--- config.mk ---
export PLATFORM = sky130hd
export DESIGN_NAME = sar_seq_top
export DESIGN_NICKNAME = d
export VERILOG_FILES = /design/src/rtl/sar_pkg.sv /design/src/rtl/sar_tad_div.sv /design/src/rtl/sar_ctrl.sv /design/src/rtl/sar_reg.sv /design/src/rtl/sar_result.sv /design/src/rtl/sar_seq_top.sv
export SDC_FILE = /design/constraint.sdc
export NUM_CORES = 1
export LEC_CHECK = 0
export ABC_AREA = 1
export BUFFER_PORTS_ARGS = -buffer_cell sky130_fd_sc_hd__buf_2
export CAP_MARGIN = 20
export CORE_MARGIN = 5
export CORE_UTILIZATION = 50
export CTS_BUF_LIST = sky130_fd_sc_hd__clkbuf_8
export DETAILED_ROUTE_END_ITERATION = 10
export GPL_ROUTABILITY_DRIVEN = 1
export GPL_TIMING_DRIVEN = 0
export MAX_ROUTING_LAYER = met4
export PLACE_DENSITY = 0.84
export SETUP_SLACK_MARGIN = 0.05
export SLEW_MARGIN = 25
export SYNTH_ARGS = -nofsm -noshare
export SYNTH_HDL_FRONTEND = slang
export SYNTH_SLANG_ARGS = --single-unit
export TNS_END_PERCENT = 100
--- constraint.sdc ---
create_clock -name clk -period 2.15 [get_ports clk]
set_input_delay 0.215 -clock clk [delete_from_list [all_inputs] [get_ports clk]]
set_output_delay 0.215 -clock clk [all_outputs]
set_load 0.05 [all_outputs]
--- src/rtl/sar_pkg.sv ---
package sar_pkg;

  typedef enum logic [1:0] {
    ST_IDLE  = 2'd0,
    ST_ARM   = 2'd1,
    ST_CONV  = 2'd2,
    ST_RECOV = 2'd3
  } seq_state_e;

  localparam int CTL_W = 5;

  // Host control word, MSB first: rate select, right-align, start, on.
  typedef struct packed {
    logic [1:0] rate;
    logic       rjust;
    logic       go;
    logic       on;
  } ctl_word_t;

endpackage

--- src/rtl/sar_tad_div.sv ---
module sar_tad_div #(
  parameter int DIV_A = 2,
  parameter int DIV_B = 8,
  parameter int DIV_C = 32
) (
  input  logic       clk,
  input  logic       rst_n,
  input  logic       run,
  input  logic [1:0] rate,
  output logic       tick
);
  localparam int CW = $clog2(DIV_C);

  logic [CW-1:0] cnt_q;
  logic [CW-1:0] cnt_d;
  logic [CW-1:0] lim;

  always_comb begin
    case (rate)
      2'd0:    lim = CW'(DIV_A - 1);
      2'd1:    lim = CW'(DIV_B - 1);
      default: lim = CW'(DIV_C - 1);
    endcase
  end

  // >= so that a ratio lowered mid-period still produces a tick at once
  assign tick = run && (cnt_q >= lim);

  always_comb begin
    if (!run)      cnt_d = '0;
    else if (tick) cnt_d = '0;
    else           cnt_d = cnt_q + 1'b1;
  end

  always_ff @(posedge clk or negedge rst_n) begin
    if (!rst_n) cnt_q <= '0;
    else        cnt_q <= cnt_d;
  end
endmodule

--- src/rtl/sar_ctrl.sv ---
module sar_ctrl
  import sar_pkg::*;
#(
  parameter int BITS = 10,
  parameter int SW   = $clog2(BITS + 1)
) (
  input  logic          clk,
  input  logic          rst_n,
  input  logic          tick,
  input  logic          on_q,
  input  logic          ctl_we,
  input  logic          wr_on,
  input  logic          wr_go,
  output seq_state_e    state,
  output logic          load_sar,
  output logic          decide,
  output logic [SW-1:0] idx,
  output logic          complete
);
  localparam logic [SW-1:0] LAST = SW'(BITS);

  seq_state_e    st_q, st_d;
  logic [SW-1:0] step_q, step_d;
  logic          rc_q, rc_d;
  logic          start_req;
  logic          stop_req;
  logic          kill;

  // A start needs the converter already on before this write.
  assign start_req = ctl_we && wr_go && wr_on && on_q;
  assign stop_req  = ctl_we && (!wr_go || !wr_on);
  assign kill      = ctl_we && !wr_on;

  always_comb begin
    st_d   = st_q;
    step_d = step_q;
    rc_d   = rc_q;
    if (kill) begin
      st_d = ST_IDLE;
    end else begin
      case (st_q)
        ST_IDLE: begin
          if (start_req) st_d = ST_ARM;
        end
        ST_ARM: begin
          if (stop_req) begin
            st_d = ST_IDLE;
          end else if (tick) begin
            st_d   = ST_CONV;
            step_d = '0;
          end
        end
        ST_CONV: begin
          if (stop_req) begin
            st_d = ST_RECOV;
            rc_d = 1'b0;
          end else if (tick) begin
            if (step_q == LAST) begin
              st_d = ST_RECOV;
              rc_d = 1'b0;
            end else begin
              step_d = step_q + 1'b1;
            end
          end
        end
        default: begin
          if (tick) begin
            if (rc_q) st_d = ST_IDLE;
            else      rc_d = 1'b1;
          end
        end
      endcase
    end
  end

  always_ff @(posedge clk or negedge rst_n) begin
    if (!rst_n) begin
      st_q   <= ST_IDLE;
      step_q <= '0;
      rc_q   <= 1'b0;
    end else begin
      st_q   <= st_d;
      step_q <= step_d;
      rc_q   <= rc_d;
    end
  end

  // Step 0 is the settling period; steps 1..BITS resolve MSB..LSB.
  assign state    = st_q;
  assign idx      = LAST - step_q;
  assign load_sar = (st_q == ST_ARM) && tick && !stop_req;
  assign decide   = (st_q == ST_CONV) && tick && !stop_req && (step_q != '0);
  assign complete = (st_q == ST_CONV) && tick && !stop_req && (step_q == LAST);
endmodule

--- src/rtl/sar_reg.sv ---
module sar_reg #(
  parameter int BITS = 10,
  parameter int SW   = $clog2(BITS + 1)
) (
  input  logic            clk,
  input  logic            rst_n,
  input  logic            load,
  input  logic            decide,
  input  logic [SW-1:0]   idx,
  input  logic            cmp,
  output logic [BITS-1:0] code,
  output logic [BITS-1:0] resolved
);
  localparam logic [BITS-1:0] FIRST = {1'b1, {(BITS-1){1'b0}}};

  logic [BITS-1:0] code_q, code_d;
  logic [BITS-1:0] next_trial;

  always_comb begin
    resolved   = code_q;
    next_trial = '0;
    for (int i = 0; i < BITS; i++) begin
      if (SW'(i) == idx)     resolved[i]   = cmp;
      if (SW'(i + 1) == idx) next_trial[i] = 1'b1;
    end
  end

  always_comb begin
    if (load)        code_d = FIRST;
    else if (decide) code_d = resolved | next_trial;
    else             code_d = code_q;
  end

  always_ff @(posedge clk or negedge rst_n) begin
    if (!rst_n) code_q <= '0;
    else        code_q <= code_d;
  end

  assign code = code_q;
endmodule

--- src/rtl/sar_result.sv ---
module sar_result #(
  parameter int BITS  = 10,
  parameter int RES_W = 16,
  parameter int HW    = RES_W / 2
) (
  input  logic            clk,
  input  logic            rst_n,
  input  logic            load,
  input  logic            rjust,
  input  logic [BITS-1:0] val,
  input  logic            we_hi,
  input  logic            we_lo,
  input  logic [HW-1:0]   wdata,
  output logic [HW-1:0]   hi,
  output logic [HW-1:0]   lo
);
  localparam int PAD = RES_W - BITS;

  logic [RES_W-1:0] right_w, left_w;
  logic [HW-1:0]    hi_q, hi_d, lo_q, lo_d;

  generate
    if (PAD > 0) begin : g_pad
      assign right_w = {{PAD{1'b0}}, val};
      assign left_w  = {val, {PAD{1'b0}}};
    end else begin : g_full
      assign right_w = val;
      assign left_w  = val;
    end
  endgenerate

  // Completion wins over a host byte write in the same cycle.
  always_comb begin
    hi_d = hi_q;
    lo_d = lo_q;
    if (load) begin
      {hi_d, lo_d} = rjust ? right_w : left_w;
    end else begin
      if (we_hi) hi_d = wdata;
      if (we_lo) lo_d = wdata;
    end
  end

  always_ff @(posedge clk or negedge rst_n) begin
    if (!rst_n) begin
      hi_q <= '0;
      lo_q <= '0;
    end else begin
      hi_q <= hi_d;
      lo_q <= lo_d;
    end
  end

  assign hi = hi_q;
  assign lo = lo_q;
endmodule

--- src/rtl/sar_seq_top.sv ---
module sar_seq_top
  import sar_pkg::*;
#(
  parameter int BITS  = 10,
  parameter int RES_W = 16,
  parameter int DIV_A = 2,
  parameter int DIV_B = 8,
  parameter int DIV_C = 32
) (
  input  logic               clk,
  input  logic               rst_n,
  input  logic               ctrl_we,
  input  logic [CTL_W-1:0]   ctrl_wdata,
  input  logic               res_we_hi,
  input  logic               res_we_lo,
  input  logic [RES_W/2-1:0] res_wdata,
  input  logic               irq_clr,
  input  logic               cmp_in,
  output logic [BITS-1:0]    dac_code,
  output logic               sample_open,
  output logic               acq_on,
  output logic               adc_on,
  output logic               go_busy,
  output logic               done_irq,
  output logic [RES_W/2-1:0] res_hi,
  output logic [RES_W/2-1:0] res_lo
);
  localparam int SW = $clog2(BITS + 1);

  ctl_word_t       wd;
  logic            on_q, on_d;
  logic            rj_q, rj_d;
  logic [1:0]      rate_q, rate_d;
  logic            done_q, done_d;
  logic            tick;
  seq_state_e      state;
  logic            load_sar;
  logic            decide;
  logic            complete;
  logic [SW-1:0]   idx;
  logic [BITS-1:0] resolved;

  assign wd = ctl_word_t'(ctrl_wdata);

  always_comb begin
    on_d   = on_q;
    rj_d   = rj_q;
    rate_d = rate_q;
    if (ctrl_we) begin
      on_d   = wd.on;
      rj_d   = wd.rjust;
      rate_d = wd.rate;
    end
    if (complete)     done_d = 1'b1;
    else if (irq_clr) done_d = 1'b0;
    else              done_d = done_q;
  end

  always_ff @(posedge clk or negedge rst_n) begin
    if (!rst_n) begin
      on_q   <= 1'b0;
      rj_q   <= 1'b0;
      rate_q <= 2'd0;
      done_q <= 1'b0;
    end else begin
      on_q   <= on_d;
      rj_q   <= rj_d;
      rate_q <= rate_d;
      done_q <= done_d;
    end
  end

  sar_tad_div #(.DIV_A(DIV_A), .DIV_B(DIV_B), .DIV_C(DIV_C)) div_i (
    .clk  (clk),
    .rst_n(rst_n),
    .run  (on_q),
    .rate (rate_q),
    .tick (tick)
  );

  sar_ctrl #(.BITS(BITS), .SW(SW)) ctrl_i (
    .clk     (clk),
    .rst_n   (rst_n),
    .tick    (tick),
    .on_q    (on_q),
    .ctl_we  (ctrl_we),
    .wr_on   (wd.on),
    .wr_go   (wd.go),
    .state   (state),
    .load_sar(load_sar),
    .decide  (decide),
    .idx     (idx),
    .complete(complete)
  );

  sar_reg #(.BITS(BITS), .SW(SW)) sar_i (
    .clk     (clk),
    .rst_n   (rst_n),
    .load    (load_sar),
    .decide  (decide),
    .idx     (idx),
    .cmp     (cmp_in),
    .code    (dac_code),
    .resolved(resolved)
  );

  sar_result #(.BITS(BITS), .RES_W(RES_W)) res_i (
    .clk  (clk),
    .rst_n(rst_n),
    .load (complete),
    .rjust(rj_q),
    .val  (resolved),
    .we_hi(res_we_hi),
    .we_lo(res_we_lo),
    .wdata(res_wdata),
    .hi   (res_hi),
    .lo   (res_lo)
  );

  assign sample_open = (state == ST_CONV);
  assign go_busy     = (state == ST_ARM) || (state == ST_CONV);
  assign acq_on      = on_q && (state == ST_IDLE);
  assign adc_on      = on_q;
  assign done_irq    = done_q;
endmodule

==> impl_metrics.tcl, run 1 <==
set metrics [dict create \
    syn_inst 369 \
    clkTransAtPathRegs_ps 80 \
    worstSetupPathType "flip-flop to flip-flop" \
    synthArstFlopShare_pct 100 \
    ys_seq_area_share_pct 39.2 \
    port_buffers 47 \
    drive_gt1_share_pct 19.6 \
    insertion_delay_ps 290 \
    die_h_um 84.1 \
    synth-edff-count 0 \
    finalSetupViolations 0 \
    clock-sinks 43 \
    dr.pass1.iters 5 \
    ioPinCount 51 \
    cts_tree "built" \
    cts_inserted_buffers 5 \
    path_buf_inv 1 \
    routed_wl_mm 6.66 \
    startpoint_type "flip-flop" \
    p_leak_nw 1.74 \
    synth-main-ff-cell "dfrtp_1" \
    htreeDepth 2 \
    cp_max_fo 10 \
    end_kind "flip-flop" \
    wl_per_cell_um 13.4 \
    holdWs_ps 126 \
    p_per_area_mw_per_mm2 1090 \
    crit_path_top_delay_cell "dfrtp_1" \
    die_w_um 84.1 \
    setup_tns_ps 0 \
    mappedNetlistArea_mm2 0.00275 \
    rows 27 \
    required_ps 2330 \
    min_path_type "input port to flip-flop" \
    period_share_pct 91.0 \
    core_mm2 0.00541 \
    first_iter_violations 193 \
    grt_first_pass_wirelength_mm 11.5 \
    fin_nets 458 \
    grt_max_degree 44 \
    ys_warn_count 0 \
    drtAntennaViolNets 0 \
    n_antenna_cell 0 \
    drc_errors 0 \
    finalCriticalPeriod_ps 1960 \
    grt_setup_unrepaired "true" \
    fmax_mhz 511 \
    routed_via_density 5.48 \
    max_stage_delay_ps 430 \
    cp_top_family "simple AND/OR/NAND/NOR gates" \
    status "finished clean" \
    grt_pass1_vias 2604 \
    vdd_drop_max_v 0.000599 \
    antenna_found_initial 0 \
    cts_root_buf "clkbuf_8" \
    hold_violations 0 \
    clk_path_buf_depth 2 \
    synth_area_per_cell_um2 7.44 \
    path_cells "ha_1 > nand2_1 > nor2_1 > nand2_1 > nand3_4 > nand3_2 > nor2_1 > nand2_2 > buf_4 > nand3_1 > nand3_1" \
    cp_data_arrival_time_ps 2140 \
    grt.overflow.total 0 \
    ys_types 28 \
    maxCapViolCount 0 \
    num_vias 2718 \
    areaGrowthSynthToFinish_pct 16.1 \
    final_max_slew_viol_count 0 \
    hpwl_mm 5.08 \
    final_cell_mix "nand2_1, nand3_1, buf_2" \
    cts_setup_buffers 0 \
    floorplan.die_area_mm2 0.00708 \
    synth.ff_latch_count 43 \
    slew_headroom_pct 63.9 \
    final_common_cell "nand2_1" \
    worst_pin_slew_ps 541 \
    gp_congestion 0.953 \
    synth_fp_nets 404 \
    start_util_pct 50.8 \
    grt.total_usage_pct 20.1 \
    finClkSkew_ps 6.06 \
]
==> final cells by class <==
type	instances	area, um2
Timing Repair Buffer	48	248
Inverter	38	143
Clock buffer	5	68.8
Buffer	12	76.3
Sequential cell	43	1080
Fill cell	500	2220
Multi-Input combinational cell	275	1470
Clock inverter	3	16.3
Tap cell	72	90.1
==> per-stage QoR <==
step           cells  setup slack (ps)  utilization, %  cell area, um2  total power (W)
5_1_grt          496              35.5            59.0            3190          0.00376
4_1_cts          496              79.1            58.4            3160          0.00346
2_1_floorplan    369              93.4               -            2750          0.00257
6_report         496               193            59.0            3190          0.00346
3_5_place_dp     488              76.3            56.8            3070          0.00295
3_3_place_gp     488               175            56.8            3070          0.00287
==> worst reg2reg max path, delay by kind of cell, from the launching register on <==
kind / cells / cell delay, ps
adders and majority gates: 1 / 300
buffers and inverters: 1 / 190
DFF: 1 / 430
and+or+nand+nor: 9 / 930
==> cells in the mapped netlist, types with 4 or more instances <==
cell	n	area, um2
nand2_1	95	357
nand3_1	84	420
dfrtp_1	43	1080
inv_1	35	131
nor2_1	19	71.3
ha_1	15	188
o21ai_0	12	60.1
nand4_1	11	68.8
a21oi_1	7	35.0
clkbuf_1	7	26.3
o21ai_1	6	30.0
nor3_1	5	25.0
xor2_1	4	35.0
==> sequential cells by signal (all words and copies together) (netlist names) <==
signal	flops
ctrl_i.step_q	4
sar_i.code	10
ctrl_i.state	2
div_i.cnt_q	5
res_i.lo	8
ctrl_i.rc_q	1
res_i.hi	8
done_irq	1
adc_on	1
rate_q	2
rj_q	1
==> power by group <==
part	internal [W]	switching, W
Combinational	0.000591	0.00128
Sequential	0.000943	0.000143
Clock	0.000222	0.000276
Total	0.00176	0.00170
==> repair_timing <==
| item | 4_1_cts | 5_1_grt |
|---|---|---|
| endpoints found under the setup margin | 0 | 34 |
| gates resized for setup | 0 | 13 |
| hold buffers | 0 | 1 |
| hold endpoints to repair | 0 | 43 |
==> routing by layer <==
layer	track usage (%)	share of wire [%]	vias to the layer above
met5	-	0	-
met4	6.73	2.0	0
met3	5.63	7.8	14
met2	32.4	47	105
met1	24.2	43	1270
li1	-	-	1329
==> kinds of logic (layout without fill, tap and decap cells) <==
| logic type | Yosys count | after routing | share of synthesized area [%] |
|---|---|---|---|
| AND/OR/NAND/NOR | 227 | 227 | 38.9 |
| buffers and inverters | 51 | 106 | 7.79 |
| flip-flops | 43 | 43 | 39.2 |
| AO/OA/AOI/OAI | 27 | 27 | 5.15 |
| adder cells (fa/ha/maj) | 15 | 15 | 6.83 |
| XOR/XNOR | 6 | 6 | 2.19 |
==> final timing paths <==
path	startpoint	to	slack [ps]	cells past startpoint
worst min register to register	div_i.cnt_q[0]	div_i.cnt_q[0]	500	1
worst max-delay path	div_i.cnt_q[3]	res_i.hi[1]	190	11
worst max register to register	div_i.cnt_q[3]	res_i.hi[1]	190	11
worst min-delay path	irq_clr	done_irq	130	2
max in group asynchronous	rst_n	div_i.cnt_q[0]	1330	2
min in group asynchronous	rst_n	ctrl_i.state[1]	430	2
Power figures use the tool's default switching activity.
==> run 2, diff against run 1 <==
--- a/config.mk
+++ b/config.mk
@@ -8,14 +8,16 @@
 export ABC_AREA = 1
 export BUFFER_PORTS_ARGS = -buffer_cell sky130_fd_sc_hd__buf_2
 export CAP_MARGIN = 20
+export CELL_PAD_IN_SITES_DETAIL_PLACEMENT = 2
+export CELL_PAD_IN_SITES_GLOBAL_PLACEMENT = 2
 export CORE_MARGIN = 5
-export CORE_UTILIZATION = 50
+export CORE_UTILIZATION = 32
 export CTS_BUF_LIST = sky130_fd_sc_hd__clkbuf_8
 export DETAILED_ROUTE_END_ITERATION = 10
 export GPL_ROUTABILITY_DRIVEN = 1
 export GPL_TIMING_DRIVEN = 0
 export MAX_ROUTING_LAYER = met4
-export PLACE_DENSITY = 0.84
+export PLACE_DENSITY = 0.92
 export SETUP_SLACK_MARGIN = 0.05
 export SLEW_MARGIN = 25
 export SYNTH_ARGS = -nofsm -noshare
==> impl_metrics.tcl, run 2 (same netlist as run 1, synthesis figures left out) <==
set metrics [dict create \
    status "finished clean" \
    max_stage_delay_ps 420 \
    end_kind "flip-flop" \
    cts_inserted_buffers 5 \
    cp_top_family "simple AND/OR/NAND/NOR gates" \
    path_buf_inv 2 \
    hold_violations 0 \
    holdWs_ps 116 \
    postPlaceCellArea_mm2 0.00311 \
    grt.overflow.total 0 \
    crit_cells 12 \
    grt_first_pass_wirelength_mm 18.4 \
    fin_nets 467 \
    grt.total_usage_pct 23.5 \
    seq_area_mm2 0.00108 \
    period_share_pct 93.8 \
    min_path_cells 2 \
    start_util_pct 33.1 \
    crit_path_top_delay_cell "dfrtp_2" \
    clk_path_buf_depth 2 \
    hpwl_mm 7.85 \
    min_path_type "input port to flip-flop" \
    n_antenna_cell 0 \
    htreeDepth 2 \
    finalSetupViolations 0 \
    numPlacedInstances 521 \
    clkTransAtPathRegs_ps 90 \
    grt_pass1_vias 3306 \
    slew_headroom_pct 60.1 \
    largest_reg_flops 10 \
    insertion_delay_ps 310 \
    design_area_mm2 0.00349 \
    grt_setup_unrepaired "false" \
    finalCriticalPeriod_ps 2020 \
    grt_max_degree 44 \
    multi_input_area_mm2 0.00158 \
    first_iter_violations 125 \
    finClkSkew_ps 6.52 \
    p_leak_nw 1.84 \
    startpoint_type "flip-flop" \
    worstSetupPathType "flip-flop to flip-flop" \
    routed.top_layer "met4" \
    port_buffers 47 \
    wl_met1_mm 5.03 \
    core_mm2 0.00830 \
    setup_tns_ps 0 \
    cp_max_fo 10 \
    fmax_mhz 496 \
    cp_data_arrival_time_ps 2190 \
    routed_wl_mm 11.9 \
    ioPinCount 51 \
    wl_met2_mm 6.08 \
    required_ps 2330 \
    cts_root_buf "clkbuf_8" \
    maxCapViolCount 0 \
    final_max_slew_viol_count 0 \
    wl_per_cell_um 22.1 \
    drc_errors 0 \
    dr.pass1.iters 4 \
    drtAntennaViolNets 0 \
    die_h_um 103 \
    floorplan.die_area_mm2 0.0105 \
    drive_gt1_share_pct 24.5 \
    path_common_cell "nand3_4" \
    fill_cells 989 \
    worst_pin_slew_ps 599 \
    dp_slack_ps -187 \
    p_per_area_mw_per_mm2 1200 \
    stdcell_count 538 \
    dr_wl_met3_um 352 \
    path_cells "inv_2 > ha_4 > nand2_1 > nor2_2 > nand2_2 > nand3_4 > nand3_4 > nor2_4 > nand2_4 > buf_6 > nand3_1 > nand3_2" \
    final_cell_mix "nand2_1, nand3_1, buf_2" \
    num_vias 2954 \
    finalWorstSetupSlack_ps 132 \
    vdd_drop_max_v 0.000317 \
    gp_congestion 0.789 \
    clock-sinks 43 \
    cts_tree "built" \
    areaGrowthSynthToFinish_pct 26.9 \
    final_common_cell "nand2_1" \
    routed_via_density 5.49 \
    rows 33 \
    worstRegToRegCells 12 \
    antenna_found_initial 0 \
    die_w_um 103 \
]
[run 2: layout make-up]
cell class | count | share of cell area (%)
multi-input combinational | 275 | 45.4
sequential | 43 | 30.9
timing repair buffer | 57 | 9.40
inverter | 38 | 4.09
tap | 105 | 3.77
buffer | 12 | 2.62
clock buffer | 5 | 1.97
clock inverter | 3 | 1.83
[run 2: final timing paths]
check                                  to      startpoint  slack [ps]
min                              done_irq         irq_clr         120
min in group asynchronous  div_i.cnt_q[4]           rst_n         450
max in group asynchronous       rate_q[1]           rst_n        1290
min reg2reg                div_i.cnt_q[0]  div_i.cnt_q[0]         520
max                           res_i.hi[2]       rate_q[1]         130
max reg2reg                   res_i.hi[2]       rate_q[1]         130
[run 2: report_power, final]
part | internal [W] | total (W) | switching [W]
clock network | 0.000461 | 0.000792 | 0.000331
logic | 0.000677 | 0.00227 | 0.00159
registers | 0.000942 | 0.00112 | 0.000178
[run 2: repair_timing]
item,CTS,global route
hold endpoints to repair,0,43
pin swaps,2,6
setup endpoints to repair,33,31
gates resized for setup,15,23
hold buffers,0,1
buffers inserted,4,4
gates cloned,0,1
[run 2: stage by stage]
stage | util (%) | total power, W
floorplan | - | 0.00257
global placement | 37.5 | 0.00294
detailed placement | 37.5 | 0.00311
CTS | 40.0 | 0.00399
global route | 42.0 | 0.00439
finish | 42.0 | 0.00418
[run 2: worst reg2reg max path, stage by stage (launching register included)]
cell	delay, ps
dfrtp_2	420
inv_2	70
ha_4	270
nand2_1	90
nor2_2	110
nand2_2	80
nand3_4	140
nand3_4	110
nor2_4	130
nand2_4	90
buf_6	160
nand3_1	100
nand3_2	120
[run 2: routing by layer]
metal | GRT usage [%] | up-vias
met4 | 9.08 | 0
met5 | - | -
met1 | 27.1 | 1501
li1 | - | 1341
met2 | 41.1 | 78
met3 | 3.25 | 34
